## src/rtl/vcm_i2c_pkg.sv

```systemverilog
package vcm_i2c_pkg;

  typedef struct packed {
    logic       loadPtr;
    logic       writeByte;
    logic       readAdv;
    logic [7:0] data;
  } busStrobe_t;

  typedef enum logic [3:0] {
    S_IDLE, S_ADDR, S_ADDR_ACK, S_SUB, S_SUB_ACK,
    S_WR, S_WR_ACK, S_RD, S_RD_MACK
  } busState_t;

  localparam logic [7:0] IDX_CTRL   = 8'h02;
  localparam logic [7:0] IDX_CUR_HI = 8'h03;
  localparam logic [7:0] IDX_CUR_LO = 8'h04;
  localparam logic [7:0] IDX_STATUS = 8'h05;
  localparam logic [7:0] IDX_MODE   = 8'h06;
  localparam logic [7:0] IDX_FREQ   = 8'h07;
  localparam logic [7:0] FREQ_RST   = 8'h83;

endpackage

```

## src/rtl/pin_filter.sv

```systemverilog
module pin_filter #(
  parameter int LEN = 3
) (
  input  logic clk,
  input  logic rstN,
  input  logic raw,
  output logic filt
);
  logic [LEN-1:0] hist;

  // The output follows only after LEN equal samples in a row.
  always_ff @(posedge clk) begin
    if (!rstN) begin
      hist <= '1;
      filt <= 1'b1;
    end else begin
      hist <= {hist[LEN-2:0], raw};
      if (&hist)       filt <= 1'b1;
      else if (~|hist) filt <= 1'b0;
    end
  end
endmodule

```

## src/rtl/i2c_bus_ctrl.sv

```systemverilog
module i2c_bus_ctrl
  import vcm_i2c_pkg::*;
#(
  parameter int         FILT_LEN   = 3,
  parameter logic [6:0] SLAVE_ADDR = 7'h0E
) (
  input  logic       clk,
  input  logic       rstN,
  input  logic       sclIn,
  input  logic       sdaIn,
  input  logic [7:0] rdData,
  output busStrobe_t strb,
  output logic       sdaOe
);
  logic sclF, sdaF, sclPrev, sdaPrev;
  logic [1:0] rawPins, filtPins;
  assign rawPins = {sclIn, sdaIn};

  for (genvar g = 0; g < 2; g++) begin : g_filt
    pin_filter #(.LEN(FILT_LEN)) u_filt (
      .clk(clk), .rstN(rstN), .raw(rawPins[g]), .filt(filtPins[g])
    );
  end
  assign {sclF, sdaF} = filtPins;

  logic sclRise, sclFall, startDet, stopDet;
  assign sclRise  = sclF & ~sclPrev;
  assign sclFall  = ~sclF & sclPrev;
  assign startDet = sclF & sclPrev & sdaPrev & ~sdaF;
  assign stopDet  = sclF & sclPrev & ~sdaPrev & sdaF;

  busState_t  state;
  logic [3:0] bitCnt;
  logic [7:0] shReg;
  logic       rdMode, hostNack;

  always_ff @(posedge clk) begin
    if (!rstN) begin
      sclPrev <= 1'b1;  sdaPrev <= 1'b1;
      state <= S_IDLE;  bitCnt <= '0;  shReg <= '0;
      rdMode <= 1'b0;   hostNack <= 1'b0;  strb <= '0;
    end else begin
      sclPrev <= sclF;
      sdaPrev <= sdaF;
      strb.loadPtr   <= 1'b0;
      strb.writeByte <= 1'b0;
      strb.readAdv   <= 1'b0;
      if (startDet) begin
        state  <= S_ADDR;
        bitCnt <= '0;
      end else if (stopDet) begin
        state <= S_IDLE;
      end else begin
        case (state)
          S_ADDR, S_SUB, S_WR: begin
            if (sclRise) begin
              shReg  <= {shReg[6:0], sdaF};
              bitCnt <= bitCnt + 4'd1;
            end else if (sclFall && bitCnt == 4'd8) begin
              bitCnt <= '0;
              if (state == S_ADDR) begin
                if (shReg[7:1] == SLAVE_ADDR) begin
                  rdMode <= shReg[0];
                  state  <= S_ADDR_ACK;
                end else begin
                  state <= S_IDLE;
                end
              end else if (state == S_SUB) begin
                strb.loadPtr <= 1'b1;
                strb.data    <= shReg;
                state        <= S_SUB_ACK;
              end else begin
                strb.writeByte <= 1'b1;
                strb.data      <= shReg;
                state          <= S_WR_ACK;
              end
            end
          end
          S_ADDR_ACK: if (sclFall) begin
            if (rdMode) begin
              shReg        <= rdData;
              strb.readAdv <= 1'b1;
              state        <= S_RD;
            end else begin
              state <= S_SUB;
            end
          end
          S_SUB_ACK, S_WR_ACK: if (sclFall) state <= S_WR;
          S_RD: if (sclFall) begin
            if (bitCnt == 4'd7) begin
              bitCnt <= '0;
              state  <= S_RD_MACK;
            end else begin
              shReg  <= {shReg[6:0], 1'b0};
              bitCnt <= bitCnt + 4'd1;
            end
          end
          S_RD_MACK: begin
            if (sclRise) hostNack <= sdaF;
            else if (sclFall) begin
              if (hostNack) state <= S_IDLE;
              else begin
                shReg        <= rdData;
                strb.readAdv <= 1'b1;
                state        <= S_RD;
              end
            end
          end
          default: state <= S_IDLE;
        endcase
      end
    end
  end

  always_comb begin
    sdaOe = 1'b0;
    if (state == S_ADDR_ACK || state == S_SUB_ACK || state == S_WR_ACK) sdaOe = 1'b1;
    else if (state == S_RD) sdaOe = ~shReg[7];
  end

  // at most one pointer action per cycle
  p_strobe_single_r3: assert property (@(posedge clk) disable iff (!rstN)
    $onehot0({strb.loadPtr, strb.writeByte, strb.readAdv}));
  // an idle target never pulls the line
  p_idle_release_r1: assert property (@(posedge clk) disable iff (!rstN)
    (state == S_IDLE) |-> !sdaOe);
  // STOP returns to idle
  p_stop_idle_r2: assert property (@(posedge clk) disable iff (!rstN)
    (stopDet && !startDet) |=> (state == S_IDLE));
  // START always restarts address reception
  p_start_addr_r1: assert property (@(posedge clk) disable iff (!rstN)
    startDet |=> (state == S_ADDR && bitCnt == 4'd0));
endmodule

```

## src/rtl/coil_regfile.sv

```systemverilog
module coil_regfile
  import vcm_i2c_pkg::*;
(
  input  logic       clk,
  input  logic       rstN,
  input  busStrobe_t strb,
  input  logic [4:0] statusFlags,
  output logic [7:0] rdData,
  output logic       ringEn,
  output logic [9:0] coilCurrent,
  output logic [2:0] pwmFreqSel,
  output logic       linearMode,
  output logic       settleMode,
  output logic [7:0] resFreq
);
  logic [7:0] ptr;
  logic [1:0] curHiStage;
  logic [4:0] modeReg;
  logic       softRst;

  assign softRst = strb.writeByte && (ptr == IDX_CTRL) && strb.data[0];

  always_ff @(posedge clk) begin
    if (!rstN)              ptr <= '0;
    else if (strb.loadPtr)  ptr <= strb.data;
    else if (strb.writeByte || strb.readAdv) ptr <= ptr + 8'd1;
  end

  always_ff @(posedge clk) begin
    if (!rstN || softRst) begin
      ringEn      <= 1'b1;
      curHiStage  <= '0;
      coilCurrent <= '0;
      modeReg     <= '0;
      resFreq     <= FREQ_RST;
    end else if (strb.writeByte) begin
      case (ptr)
        IDX_CTRL:   ringEn      <= strb.data[1];
        IDX_CUR_HI: curHiStage  <= strb.data[1:0];
        IDX_CUR_LO: coilCurrent <= {curHiStage, strb.data};
        IDX_MODE:   modeReg     <= strb.data[4:0];
        IDX_FREQ:   resFreq     <= strb.data;
        default: ;
      endcase
    end
  end

  assign pwmFreqSel = modeReg[4:2];
  assign linearMode = modeReg[1];
  assign settleMode = modeReg[0];

  always_comb begin
    case (ptr)
      IDX_CTRL:   rdData = {6'b0, ringEn, 1'b0};
      IDX_CUR_HI: rdData = {6'b0, curHiStage};
      IDX_CUR_LO: rdData = coilCurrent[7:0];
      IDX_STATUS: rdData = {3'b0, statusFlags};
      IDX_MODE:   rdData = {3'b0, modeReg};
      IDX_FREQ:   rdData = resFreq;
      default:    rdData = 8'h00;
    endcase
  end

  // a soft reset leaves every field at its reset value
  p_soft_defaults_r6: assert property (@(posedge clk) disable iff (!rstN)
    softRst |=> (ringEn && coilCurrent == 10'd0 && modeReg == 5'd0 && resFreq == FREQ_RST));
  // a high-byte write never moves the setpoint
  p_hi_no_commit_r7: assert property (@(posedge clk) disable iff (!rstN)
    (strb.writeByte && ptr == IDX_CUR_HI) |=> $stable(coilCurrent));
  // every written byte steps the index
  p_ptr_step_r3: assert property (@(posedge clk) disable iff (!rstN)
    strb.writeByte |=> (ptr == $past(ptr) + 8'd1));
endmodule

```

## src/rtl/vcm_i2c_regs.sv

```systemverilog
module vcm_i2c_regs
  import vcm_i2c_pkg::*;
#(
  parameter int         FILT_LEN   = 3,
  parameter logic [6:0] SLAVE_ADDR = 7'h0E
) (
  input  logic       clk,
  input  logic       rstN,
  input  logic       sclIn,
  input  logic       sdaIn,
  input  logic [4:0] statusFlags,
  output logic       sdaOe,
  output logic       ringEn,
  output logic [9:0] coilCurrent,
  output logic [2:0] pwmFreqSel,
  output logic       linearMode,
  output logic       settleMode,
  output logic [7:0] resFreq
);
  busStrobe_t strb;
  logic [7:0] rdData;

  i2c_bus_ctrl #(.FILT_LEN(FILT_LEN), .SLAVE_ADDR(SLAVE_ADDR)) u_ctrl (
    .clk(clk), .rstN(rstN), .sclIn(sclIn), .sdaIn(sdaIn),
    .rdData(rdData), .strb(strb), .sdaOe(sdaOe)
  );

  coil_regfile u_regs (
    .clk(clk), .rstN(rstN), .strb(strb), .statusFlags(statusFlags),
    .rdData(rdData), .ringEn(ringEn), .coilCurrent(coilCurrent),
    .pwmFreqSel(pwmFreqSel), .linearMode(linearMode),
    .settleMode(settleMode), .resFreq(resFreq)
  );
endmodule

```

## config.mk

```make
export PLATFORM = sky130hd
export DESIGN_NAME = vcm_i2c_regs
export DESIGN_NICKNAME = d
export VERILOG_FILES = /design/src/rtl/vcm_i2c_pkg.sv /design/src/rtl/pin_filter.sv /design/src/rtl/i2c_bus_ctrl.sv /design/src/rtl/coil_regfile.sv /design/src/rtl/vcm_i2c_regs.sv
export SDC_FILE = /design/constraint.sdc
export NUM_CORES = 1
export LEC_CHECK = 0
export CAP_MARGIN = 25
export CORE_MARGIN = 2
export CORE_UTILIZATION = 52
export DETAILED_ROUTE_END_ITERATION = 16
export PLACE_DENSITY = 0.81
export SETUP_SLACK_MARGIN = 0.2
export SKIP_LAST_GASP = 1
export SYNTH_ARGS = -nofsm -noshare
export SYNTH_HDL_FRONTEND = slang
export SYNTH_SLANG_ARGS = --single-unit
```

## constraint.sdc

```tcl
create_clock -name clk -period 1.9 [get_ports clk]
set_clock_uncertainty 0.05 [all_clocks]
set_input_delay 0.19 -clock clk [delete_from_list [all_inputs] [get_ports clk]]
set_output_delay 0.19 -clock clk [all_outputs]
set_load 0.02 [all_outputs]
```

==> metrics.yaml <==
met2_usage_pct: 44.49
final_hold_viol_count: 0
r2r_slack_ns: 0.03
met3_usage_pct: 5.561
grt_pass1_vias: 3243
synth_edf_count: 0
synth_nets: 415
gp_congestion: 0.9171
total_power_mw: 2.943
synth_cell_types: 67
drcViolationCount: 0
fin_crit_ns: 1.871
drive_gt1_share_pct: 29.98
antenna_cells: 0
critPathKind: "flip-flop to flip-flop"
fin_ws_ns: 0.02889
async_flop_share_pct: 0
clock_sinks: 73
max_cap_viol_count: 0
use_met1_pct: 31.49
io_pins: 34
clock-root-buffer: "clkbuf_8"
ys_seq_elements: 73
die_x_um: 88.04
overflow: 0
syn_inst: 400
seq_area_frac_synth_pct: 39.80
rsz0062_at_grt: "yes"
power.leakage_nw: 1.892
top_usage_layer: "met2"
startpoint_type: "flip-flop"
worst_pin_slew_ns: 0.8233
dp_slack_ns: 0.004736
yosysTopAreaCell: "dfxtp_1"
wire_per_inst_um: 17.55
rr_worst_depth: 7
power.density_mw_per_mm2: 593.6
ys_top_cells_by_area: "dfxtp_1 40%, mux2i_1 11%, nor2_1 5.9%"
hold_path_class: "primary input to flip-flop"
grt_pass1_wl_um: 15770
clk_latency_ns: 0.35
clock_path_buffers: 2
dieArea_sq_mm: 0.007750
syn2layout_area_growth_pct: 34.99
drv_slew: 0
drtAntennaViolNets: 0
worst_r2r_startpoint: "u_regs.ptr[5]$_SDFFE_PN0P_"
fillers: 507
htreeDepth: 3
vias: 3413
r2r-end: "u_regs.coilCurrent[7]$_SDFFE_PP0P_"
grt_max_degree: 26
holdPathStages: 2
placed_area_sq_mm: 0.004268
arrival_ns: 2.06
period_share_pct: 98.48
slew_headroom_pct: 44.54
clk_pin_slew_ns: 0.08
crit_required_ns: 2.09
ir_drop_v: 0.0004331
synth_area_per_cell_sq_um: 9.181
start_util_pct: 53.75
fin_area_sq_mm: 0.004957
setup_viol: 0
min_to: "u_ctrl.g_filt[0].u_filt.hist[0]$_SDFF_PN1_"
crit_path_end_kind: "flip-flop"
hp-start: "sdaIn"
synthesis.area_sq_mm: 0.003672
track_usage_pct: 26.04
finalWirelength_um: 10060
max_freq_ghz: 0.5344
synth_warnings: 0
post-dp-hpwl_um: 6492
fp-row-count: 30
ys.flop_type: "dfxtp_1"
coreArea_sq_mm: 0.006832
io_buffers: 33
cts_tree: "built"
vias_per_cell: 5.956
outcome: "finished, final reports clean"
dieHeight_um: 88.04
cts-buffers-inserted: 9
layout.nets: 488
finish.utilization_pct: 72.56
yosysTopAreaCellShare_pct: 39.80
dr.first_iter.drc_count: 198
path_max_fanout: 10
antenna_found_initial: 0
dr.pass1.iters: 4
cell usage in the layout, fill, tap and decap left out, types with 3 or more instances in the layout:
master and n:
nand4b_1 3, buf_12 3, a211o_1 4, inv_1 9, a32oi_2 7, a211oi_2 7
dfxtp_4 5, clkdlybuf4s50_1 32, mux2i_1 40, clkbuf_8 9, a22oi_1 6, nand4_1 7
nand2b_1 16, o21ai_0 10, ha_2 4, nor2_1 57, buf_6 7, nor3_1 4
a21oi_2 3, dfxtp_2 9, a21oi_1 16, a22o_1 5, xnor2_1 5, nor2b_1 4
dfxtp_1 59, nand3_1 6, buf_4 43, nand2_1 22, inv_2 3, o21a_1 7
final cells by class:
type / instances / area, sq um / share of cell area (%)
clock buffers: 9 / 123.9 / 2.499
repair buffers: 86 / 797.0 / 16.08
flip-flops and latches: 73 / 1491 / 30.09
inverters: 12 / 45.04 / 0.9086
clock inverters: 6 / 92.59 / 1.868
well taps: 96 / 120.1 / 2.423
multi-input cells: 291 / 2287 / 46.14
critical path: stages, from the launching register on:
cell     delay, ns
dfxtp_1       0.34
or4_4         0.54
nor2_4        0.13
buf_12        0.12
nand4_1       0.11
buf_6         0.20
mux2i_1       0.21
nor2_1        0.07
stage by stage:
stage | instances | TNS [ns] | hold slack, ns
final | 573 | 0 | 0.3448
after global routing | 573 | -0.7576 | 0.3382
after CTS | 572 | 0 | 0.3262
after detailed placement | 537 | 0 | 0.4019
after global placement | 537 | 0 | 0.3903
after floorplan | 400 | 0 | 0.2415
synth_stat cells (2+ instances only):
library cell and instances:
nand4_1 7, nor4_1 2, nor2_1 58, or2_2 2, o21ai_0 11, buf_2 8, xnor2_1 5, dfxtp_1 73
o211ai_1 2, buf_4 3, clkbuf_1 10, ha_1 6, xor2_1 2, mux2i_1 41, a211o_1 4, a22oi_1 6
nand3_1 6, o21a_1 7, o21ai_1 2, o311a_1 2, nand2_1 24, a211oi_2 7, nor3_1 4, nor2b_1 5
inv_1 11, or4_1 3, mux2_2 2, a21oi_1 19, nor3_4 2, a22o_1 5, nand4b_1 3, a32oi_1 7
and3_1 2, nand2b_1 16
worst max path at each step:
| stage | to | slack [ns] | startpoint |
|---|---|---|---|
| 3_5_place_dp | u_regs.resFreq[0]$_SDFFE_PP1P_ | 0.005 | u_regs.ptr[7]$_SDFFE_PN0P_ |
| 3_3_place_gp | u_ctrl.shReg[0]$_SDFFE_PN0P_ | 0.06 | u_regs.ptr[7]$_SDFFE_PN0P_ |
| 5_1_grt | u_regs.coilCurrent[7]$_SDFFE_PP0P_ | -0.09 | u_regs.ptr[3]$_SDFFE_PN0P_ |
| 2_1_floorplan | u_regs.resFreq[0]$_SDFFE_PP1P_ | 0.11 | u_regs.ptr[7]$_SDFFE_PN0P_ |
| 6_report | u_regs.coilCurrent[7]$_SDFFE_PP0P_ | 0.03 | u_regs.ptr[5]$_SDFFE_PN0P_ |
| 4_1_cts | u_regs.resFreq[0]$_SDFFE_PP1P_ | 0.05 | u_regs.ptr[3]$_SDFFE_PN0P_ |
kinds of logic after synthesis:
| logic type | Yosys count | synth area share [%] |
|---|---|---|
| xor+xnor | 7 | 1.670 |
| fa+ha+maj | 6 | 2.044 |
| compound gates | 88 | 18.40 |
| simple gates | 147 | 21.53 |
| mux | 43 | 11.79 |
| buf+inv | 36 | 4.770 |
| flops | 73 | 39.80 |
flip-flops by register name, indices dropped and copies added, names as in the netlist, 2 cells and up:
| name | flops |
|---|---|
| u_regs.curHiStage | 2 |
| u_regs.coilCurrent | 10 |
| u_ctrl.g_filt.u_filt.filt | 2 |
| u_regs.ptr | 8 |
| u_ctrl.g_filt.u_filt.hist | 6 |
| u_regs.resFreq | 8 |
| u_ctrl.strb | 11 |
| u_ctrl.bitCnt | 4 |
| u_ctrl.shReg | 8 |
| u_ctrl.state | 4 |
| u_regs.modeReg | 5 |
power breakdown:
group / internal [mW] / switching, mW
combinational: 0.0290 / 0.0352
clock: 0.739 / 0.611
sequential: 1.53 / 0.00285
total: 2.29 / 0.649
metal layers:
layer	part of all wire (%)	vias up
met5	0	-
met1	41	1661
met2	50	146
met4	2.9	0
met3	6.2	21
li1	-	1585
repair_timing:
| action | 4_1_cts | 5_1_grt |
|---|---|---|
| cloned | 1 | 0 |
| setup buffers | 19 | 1 |
| gates resized for setup | 56 | 26 |
| hold buffers | 0 | 0 |
| pin swaps | 33 | 13 |
| setup endpoints to repair | 52 | 54 |
(Power assumes the default switching activity.)
